### src/rtl/bcn_pkg.sv
package bcn_pkg;

    localparam int REG_AW = 4;

    typedef enum logic [2:0] {
        ST_IDLE,
        ST_WAIT,
        ST_LEAD,
        ST_ROLL,
        ST_NEXT
    } seq_state_e;

    localparam logic [REG_AW-1:0] ADR_TS_LO   = 4'd0;
    localparam logic [REG_AW-1:0] ADR_TS_HI   = 4'd1;
    localparam logic [REG_AW-1:0] ADR_TGT_LO  = 4'd2;
    localparam logic [REG_AW-1:0] ADR_TGT_HI  = 4'd3;
    localparam logic [REG_AW-1:0] ADR_PRV_LO  = 4'd4;
    localparam logic [REG_AW-1:0] ADR_PRV_HI  = 4'd5;
    localparam logic [REG_AW-1:0] ADR_INTV    = 4'd6;
    localparam logic [REG_AW-1:0] ADR_LEAD    = 4'd7;
    localparam logic [REG_AW-1:0] ADR_STATUS  = 4'd8;
    localparam logic [REG_AW-1:0] ADR_CDOWN   = 4'd9;

    localparam logic [15:0] STAT_FRESH = 16'h8000;
    localparam logic [15:0] STAT_RUN   = 16'h8600;

endpackage

### src/rtl/bcn_tsf.sv
module bcn_tsf #(
    parameter int TS_W = 64,
    parameter int DW   = 32
) (
    input  logic                 clk,
    input  logic                 rst_n,
    input  logic                 tick,
    input  logic                 wr_lo,
    input  logic                 wr_hi,
    input  logic                 rd_lo,
    input  logic [DW-1:0]        wdata,
    output logic [TS_W-1:0]      ts,
    output logic [TS_W-DW-1:0]   shadow_hi
);
    localparam int HI_W = TS_W - DW;

    logic [TS_W-1:0] ts_d;

    always_comb begin
        ts_d = ts;
        if (wr_lo) begin
            ts_d[DW-1:0] = wdata;
        end else if (wr_hi) begin
            ts_d[TS_W-1:DW] = wdata[HI_W-1:0];
        end else if (tick) begin
            ts_d = ts + 1'b1;
        end
    end

    always_ff @(posedge clk) begin
        if (!rst_n) begin
            ts        <= '0;
            shadow_hi <= '0;
        end else begin
            ts <= ts_d;
            if (rd_lo) begin
                shadow_hi <= ts[TS_W-1:DW];
            end
        end
    end
endmodule

### src/rtl/bcn_cfg.sv
module bcn_cfg #(
    parameter int DW     = 32,
    parameter int INTV_W = 16,
    parameter int LEAD_W = 16
) (
    input  logic              clk,
    input  logic              rst_n,
    input  logic              wr_intv,
    input  logic              wr_lead,
    input  logic [DW-1:0]     wdata,
    output logic [INTV_W-1:0] intv,
    output logic [LEAD_W-1:0] lead
);
    always_ff @(posedge clk) begin
        if (!rst_n) begin
            intv <= '0;
            lead <= '0;
        end else begin
            if (wr_intv) begin
                intv <= wdata[INTV_W-1:0];
            end
            if (wr_lead) begin
                lead <= wdata[LEAD_W-1:0];
            end
        end
    end
endmodule

### src/rtl/bcn_seq.sv
module bcn_seq
    import bcn_pkg::*;
#(
    parameter int TS_W      = 64,
    parameter int DW        = 32,
    parameter int INTV_W    = 16,
    parameter int LEAD_W    = 16,
    parameter int UNIT_LOG2 = 10,
    parameter int CD_W      = 32
) (
    input  logic              clk,
    input  logic              rst_n,
    input  logic              tick,
    input  logic              restart,
    input  logic [TS_W-1:0]   ts,
    input  logic [INTV_W-1:0] intv,
    input  logic [LEAD_W-1:0] lead,
    input  logic              wr_cur_lo,
    input  logic              wr_cur_hi,
    input  logic              wr_prev_lo,
    input  logic              wr_prev_hi,
    input  logic [DW-1:0]     wdata,
    output logic [TS_W-1:0]   cur,
    output logic [TS_W-1:0]   prev,
    output logic [CD_W-1:0]   cdown,
    output logic              prep,
    output logic              expire,
    output logic              sticky,
    output logic [15:0]       status
);
    localparam int HI_W = TS_W - DW;

    seq_state_e st_q, st_d;

    logic [TS_W-1:0] period;
    logic [TS_W-1:0] lead_ext;
    logic [TS_W-1:0] early;
    logic            hit_early;
    logic            hit_target;
    logic            run_en;

    assign period     = TS_W'(intv) << UNIT_LOG2;
    assign lead_ext   = TS_W'(lead);
    assign early      = (lead_ext > cur) ? '0 : (cur - lead_ext);
    assign hit_early  = (ts >= early);
    assign hit_target = (ts >= cur);
    assign run_en     = (intv != '0);

    // state register
    always_ff @(posedge clk) begin
        if (!rst_n) begin
            st_q <= ST_IDLE;
        end else begin
            st_q <= st_d;
        end
    end

    // transitions
    always_comb begin
        st_d = st_q;
        unique case (st_q)
            ST_IDLE: if (run_en) st_d = ST_WAIT;
            ST_WAIT: begin
                if (!run_en)        st_d = ST_IDLE;
                else if (hit_early) st_d = ST_LEAD;
            end
            ST_LEAD: begin
                if (!run_en)         st_d = ST_IDLE;
                else if (hit_target) st_d = ST_ROLL;
            end
            ST_ROLL: st_d = ST_NEXT;
            ST_NEXT: st_d = ST_WAIT;
            default: st_d = ST_IDLE;
        endcase
        if (restart) begin
            st_d = ST_IDLE;
        end
    end

    // schedule data
    always_ff @(posedge clk) begin
        if (!rst_n) begin
            cur    <= '0;
            prev   <= '0;
            cdown  <= '0;
            sticky <= 1'b0;
        end else begin
            if (wr_prev_lo) begin
                prev[DW-1:0] <= wdata;
            end else if (wr_prev_hi) begin
                prev[TS_W-1:DW] <= wdata[HI_W-1:0];
            end else if (st_q == ST_ROLL) begin
                prev <= cur;
            end

            if (st_q == ST_ROLL) begin
                sticky <= 1'b1;
            end

            if (wr_cur_lo) begin
                cur[DW-1:0] <= wdata;
            end else if (wr_cur_hi) begin
                cur[TS_W-1:DW] <= wdata[HI_W-1:0];
            end else if (st_q == ST_NEXT) begin
                cur <= prev + period;
            end

            if (st_q == ST_NEXT) begin
                cdown <= period[CD_W-1:0];
            end else if (tick && (cdown != '0)) begin
                cdown <= cdown - 1'b1;
            end
        end
    end

    // outputs
    always_comb begin
        prep   = (st_q == ST_LEAD);
        expire = (st_q == ST_ROLL);
        status = sticky ? STAT_RUN : STAT_FRESH;
    end
endmodule

### src/rtl/bcn_sched.sv
module bcn_sched
    import bcn_pkg::*;
#(
    parameter int TS_W      = 64,
    parameter int DW        = 32,
    parameter int INTV_W    = 16,
    parameter int LEAD_W    = 16,
    parameter int UNIT_LOG2 = 10,
    parameter int CD_W      = 32
) (
    input  logic              clk,
    input  logic              rst_n,
    input  logic              us_tick,
    input  logic              reg_wr,
    input  logic              reg_rd,
    input  logic [REG_AW-1:0] reg_addr,
    input  logic [DW-1:0]     reg_wdata,
    output logic [DW-1:0]     reg_rdata,
    output logic              prep_o,
    output logic              expire_o,
    output logic              sticky_o
);
    localparam int HI_W = TS_W - DW;

    logic [TS_W-1:0]   ts_w;
    logic [HI_W-1:0]   shadow_w;
    logic [TS_W-1:0]   cur_w;
    logic [TS_W-1:0]   prev_w;
    logic [CD_W-1:0]   cdown_w;
    logic [INTV_W-1:0] intv_w;
    logic [LEAD_W-1:0] lead_w;
    logic [15:0]       status_w;

    logic wr_ts_lo, wr_ts_hi, wr_ts_any;
    logic wr_tgt_lo, wr_tgt_hi, wr_prv_lo, wr_prv_hi;
    logic wr_intv, wr_lead, rd_ts_lo, restart;

    assign wr_ts_lo  = reg_wr && (reg_addr == ADR_TS_LO);
    assign wr_ts_hi  = reg_wr && (reg_addr == ADR_TS_HI);
    assign wr_ts_any = wr_ts_lo || wr_ts_hi;
    assign wr_tgt_lo = reg_wr && (reg_addr == ADR_TGT_LO);
    assign wr_tgt_hi = reg_wr && (reg_addr == ADR_TGT_HI);
    assign wr_prv_lo = reg_wr && (reg_addr == ADR_PRV_LO);
    assign wr_prv_hi = reg_wr && (reg_addr == ADR_PRV_HI);
    assign wr_intv   = reg_wr && (reg_addr == ADR_INTV);
    assign wr_lead   = reg_wr && (reg_addr == ADR_LEAD);
    assign rd_ts_lo  = reg_rd && (reg_addr == ADR_TS_LO);
    assign restart   = wr_tgt_lo || wr_tgt_hi || wr_intv || wr_lead;

    bcn_tsf #(.TS_W(TS_W), .DW(DW)) u_tsf (
        .clk       (clk),
        .rst_n     (rst_n),
        .tick      (us_tick),
        .wr_lo     (wr_ts_lo),
        .wr_hi     (wr_ts_hi),
        .rd_lo     (rd_ts_lo),
        .wdata     (reg_wdata),
        .ts        (ts_w),
        .shadow_hi (shadow_w)
    );

    bcn_cfg #(.DW(DW), .INTV_W(INTV_W), .LEAD_W(LEAD_W)) u_cfg (
        .clk     (clk),
        .rst_n   (rst_n),
        .wr_intv (wr_intv),
        .wr_lead (wr_lead),
        .wdata   (reg_wdata),
        .intv    (intv_w),
        .lead    (lead_w)
    );

    bcn_seq #(
        .TS_W(TS_W), .DW(DW), .INTV_W(INTV_W), .LEAD_W(LEAD_W),
        .UNIT_LOG2(UNIT_LOG2), .CD_W(CD_W)
    ) u_seq (
        .clk        (clk),
        .rst_n      (rst_n),
        .tick       (us_tick),
        .restart    (restart),
        .ts         (ts_w),
        .intv       (intv_w),
        .lead       (lead_w),
        .wr_cur_lo  (wr_tgt_lo),
        .wr_cur_hi  (wr_tgt_hi),
        .wr_prev_lo (wr_prv_lo),
        .wr_prev_hi (wr_prv_hi),
        .wdata      (reg_wdata),
        .cur        (cur_w),
        .prev       (prev_w),
        .cdown      (cdown_w),
        .prep       (prep_o),
        .expire     (expire_o),
        .sticky     (sticky_o),
        .status     (status_w)
    );

    always_comb begin
        reg_rdata = '0;
        case (reg_addr)
            ADR_TS_LO:  reg_rdata = ts_w[DW-1:0];
            ADR_TS_HI:  reg_rdata = DW'(shadow_w);
            ADR_TGT_LO: reg_rdata = cur_w[DW-1:0];
            ADR_TGT_HI: reg_rdata = DW'(cur_w[TS_W-1:DW]);
            ADR_PRV_LO: reg_rdata = prev_w[DW-1:0];
            ADR_PRV_HI: reg_rdata = DW'(prev_w[TS_W-1:DW]);
            ADR_INTV:   reg_rdata = DW'(intv_w);
            ADR_LEAD:   reg_rdata = DW'(lead_w);
            ADR_STATUS: reg_rdata = DW'(status_w);
            ADR_CDOWN:  reg_rdata = DW'(cdown_w);
            default:    reg_rdata = '0;
        endcase
    end
endmodule

### config.mk
export PLATFORM = sky130hd
export DESIGN_NAME = bcn_sched
export DESIGN_NICKNAME = d
export VERILOG_FILES = /design/src/rtl/bcn_pkg.sv /design/src/rtl/bcn_tsf.sv /design/src/rtl/bcn_cfg.sv /design/src/rtl/bcn_seq.sv /design/src/rtl/bcn_sched.sv
export SDC_FILE = /design/constraint.sdc
export NUM_CORES = 1
export LEC_CHECK = 0
export BUFFER_PORTS_ARGS = -buffer_cell sky130_fd_sc_hd__buf_4
export CAP_MARGIN = 15
export CELL_PAD_IN_SITES_DETAIL_PLACEMENT = 1
export CELL_PAD_IN_SITES_GLOBAL_PLACEMENT = 2
export CORE_AREA = 4 4 232 234
export CTS_BUF_LIST = sky130_fd_sc_hd__clkbuf_8
export DETAILED_ROUTE_END_ITERATION = 7
export DIE_AREA = 0 0 236 238
export PLACE_DENSITY_LB_ADDON = 0.08
export SKIP_LAST_GASP = 1
export SYNTH_ARGS = -nofsm -noshare
export SYNTH_HDL_FRONTEND = slang
export SYNTH_SLANG_ARGS = --single-unit
### constraint.sdc
create_clock -name clk -period 13.1 [get_ports clk]
set_clock_uncertainty 0.2 [all_clocks]
set_input_delay 2.62 -clock clk [delete_from_list [all_inputs] [get_ports clk]]
set_output_delay 2.62 -clock clk [all_outputs]
set_load 0.03 [all_outputs]
==> impl_metrics.ini <==
[floorplan]
start_util_pct = 40.5
coreArea_sq_mm = 0.0520
rows = 84
ios = 76
die_w_microns = 236
die_h_microns = 238
dieArea_sq_mm = 0.0562

[timing]
period_share_pct = 57.3
setup-violations-final = 0
setup_ws_ps = 5600
tightest_slew_ps = 1180
min_period_ps = 7500
hold_viol_final = 0
fmax_mhz = 133
fin_tns_setup_ps = 0
relSlewSlack_pct = 20.8
grt_setup_unrepaired = no
slew_viol_final = 0

[synthesis]
synth_seq_cells = 292
netlist.area_leader.share_pct = 27.8
syn_nets = 3020
synth-seq-area-share_pct = 27.8
synth_top_family_by_area = simple AND/OR/NAND/NOR gates
synth_compound_area_share_pct = 24.4
synth.area.mux_share_pct = 0.428
synth_edf_count = 0
synth_flop_cell = dfxtp_1
yosysWarnings = 0
synth_adder_area_share_pct = 9.81
yosysMostFrequentCell = nand2_1
syn_area_sq_mm = 0.0211
async_flop_share_pct = 0
synth_common_cells = nand2_1, dfxtp_1, nor2_1, a21oi_1, clkbuf_1
yosys-top-cells-area = dfxtp_1, ha_1, nand2_1
synthSimpleGateAreaFrac_pct = 25.4
synth_xor_area_share_pct = 6.28
synthDistinctLibCells = 85
synth_largest_area_cell = dfxtp_1
synth_area_per_cell_sq_um = 7.48
syn_inst = 2815

[clock_network]
cts_max_level = 2
path_clk_slew_ps = 60
post_cts_resize_count = 0
clk_path_buf_depth = 3
insertion_delay_ps = 690
clkSinkCount = 292
cts_root_buf = clkbuf_8
ctsHoldBuffers = 0
post_cts_buffers = 0
cts_buffers = 56
cts_tree = built

[route]
via_count = 22978
dr.pass1.iters = 6
drt_iter0_drc = 2151
wl_per_cell_microns = 29.9
via_per_inst = 6.53
wl_mm = 105
drc = 0
ant_nets = 0

[worst_setup_path]
r2r_setup_slack_ps = 6780
crit_path_start = reg_addr[3]
critPathArrivalTime_ps = 4680
rr_startpoint = u_seq.cur[0]$_SDFFE_PN0P_
cpPeakStageDelay_ps = 670
r2r_cells = 21
cp.required_ps = 10280
cp-end-kind = output pin
r2r-end = u_seq.st_q[0]$_SDFFE_PP0P_
crit_path_frequent_cell = buf_4
cp_max_fo = 64
cp_cell_sequence = buf_4 > nand2b_1 > nor2_4 > buf_4 > a222oi_1 > o211ai_1 > buf_4
critPathLaunchType = input pin
critPathSlowestCell = buf_4
criticalPathCategory = in2out

[cells_and_area]
seq_area_sq_mm = 0.00585
fillerInstances = 6496
multi_input_area_sq_mm = 0.0141
nNetsFinal = 2996
syn_to_final_growth_pct = 10.6
drive_gt1_share_pct = 9.47

[worst_hold_path]
hold-path-endpoint = u_cfg.lead[10]$_SDFFE_PN0P_
min_path_cells = 2
hold_class = reg2reg
hp-start = u_cfg.lead[10]$_SDFFE_PN0P_

[global_route]
antenna_found_initial = 2
grt_pass1_vias = 22720
grt_usage_pct = 36.0
grt_pass1_wl_mm = 154
grt_max_degree = 92
overflow = 0

[outcome]
status = complete, no violations

[flow_run]
cap_violations = 0

[placed_design]
portBuffers = 75
dp_hpwl_mm = 78.2
dpl_worst_slack_ps = 5680
gp_congestion = 0.957

[power]
p_leak_uw = 0.00856
p_per_area_mw_per_mm2 = 124
vdd_ir_drop_max_uv = 114
==> area by class of cell <==
class | count | share of cell area (%)
multi-input combinational | 2211 | 60.4
sequential | 292 | 25.1
clock buffer | 73 | 4.31
timing repair buffer | 128 | 4.13
tap | 688 | 3.70
inverter | 102 | 1.67
clock inverter | 25 | 0.709
antenna | 2 | 0.0215
==> where the power goes <==
part           internal [uW]  switching [uW]  leakage [uW]
logic                    301             545       0.00554
registers                946             110       0.00236
clock network            535             449      0.000658
==> through the flow <==
step / utilization [%] / area [sq um] / cells / power, uW / hold WS, ps
after floorplan: - / 21100 / 2815 / 1600 / 236
after global placement: 42.5 / 22100 / 3421 / 1870 / 247
after detailed placement: 42.5 / 22100 / 3421 / 1900 / 258
after CTS: 44.8 / 23300 / 3519 / 2880 / 267
after global routing: 44.8 / 23300 / 3520 / 3020 / 293
final: 44.8 / 23300 / 3521 / 2880 / 273
==> flip-flops by register name (all words and copies together), names as in the netlist <==
signal,flops
u_seq.sticky,1
u_cfg.intv,16
u_seq.prev,64
u_tsf.shadow_hi,32
u_seq.st_q,3
u_tsf.ts,64
u_cfg.lead,16
u_seq.cur,64
u_seq.cdown,32
==> cells in the final DEF, fill, tap and decap left out, types with 15 or more instances in the layout <==
cell	n
nand3_1	173
o22ai_1	31
nor4_1	28
a311oi_1	86
o21ai_0	101
dfxtp_1	292
xor2_1	71
a21o_1	22
xnor2_1	80
a221oi_1	22
and3_1	22
a211oi_1	46
buf_4	128
a21oi_1	219
and2_1	18
nand4_1	57
nand2_2	15
nor2_1	234
nand2_1	408
clkbuf_8	73
a31oi_1	15
ha_1	162
a22oi_1	92
or3_1	16
a222oi_1	32
inv_1	114
nor3_1	45
and4_1	23
==> cell families after synthesis <==
logic type | count (synthesis)
AO/OA/AOI/OAI | 761
XOR/XNOR | 151
adder cells (fa/ha/maj) | 164
buffers and inverters | 312
flip-flops | 292
multiplexers | 9
AND/OR/NAND/NOR | 1126
==> critical path, delay by kind of cell <==
family	cells	cell delay, ps
buf+inv	3	1070
simple gates	2	410
compound gates	2	510
==> routing by layer <==
layer	GRT usage, %	wire length [microns]	vias up
li1	-	-	10277
met1	45.4	43100	11433
met2	56.2	46100	974
met3	6.00	7170	292
met4	25.2	8790	2
met5	0	16	-
==> how the worst max path moves through the flow <==
stage                                to  slack (ps)
after floorplan           reg_rdata[21]        5830
after global placement    reg_rdata[15]        5750
after detailed placement  reg_rdata[15]        5680
after CTS                 reg_rdata[15]        5660
after global routing      reg_rdata[15]        5560
final                     reg_rdata[15]        5600
(Power assumes the default switching activity.)
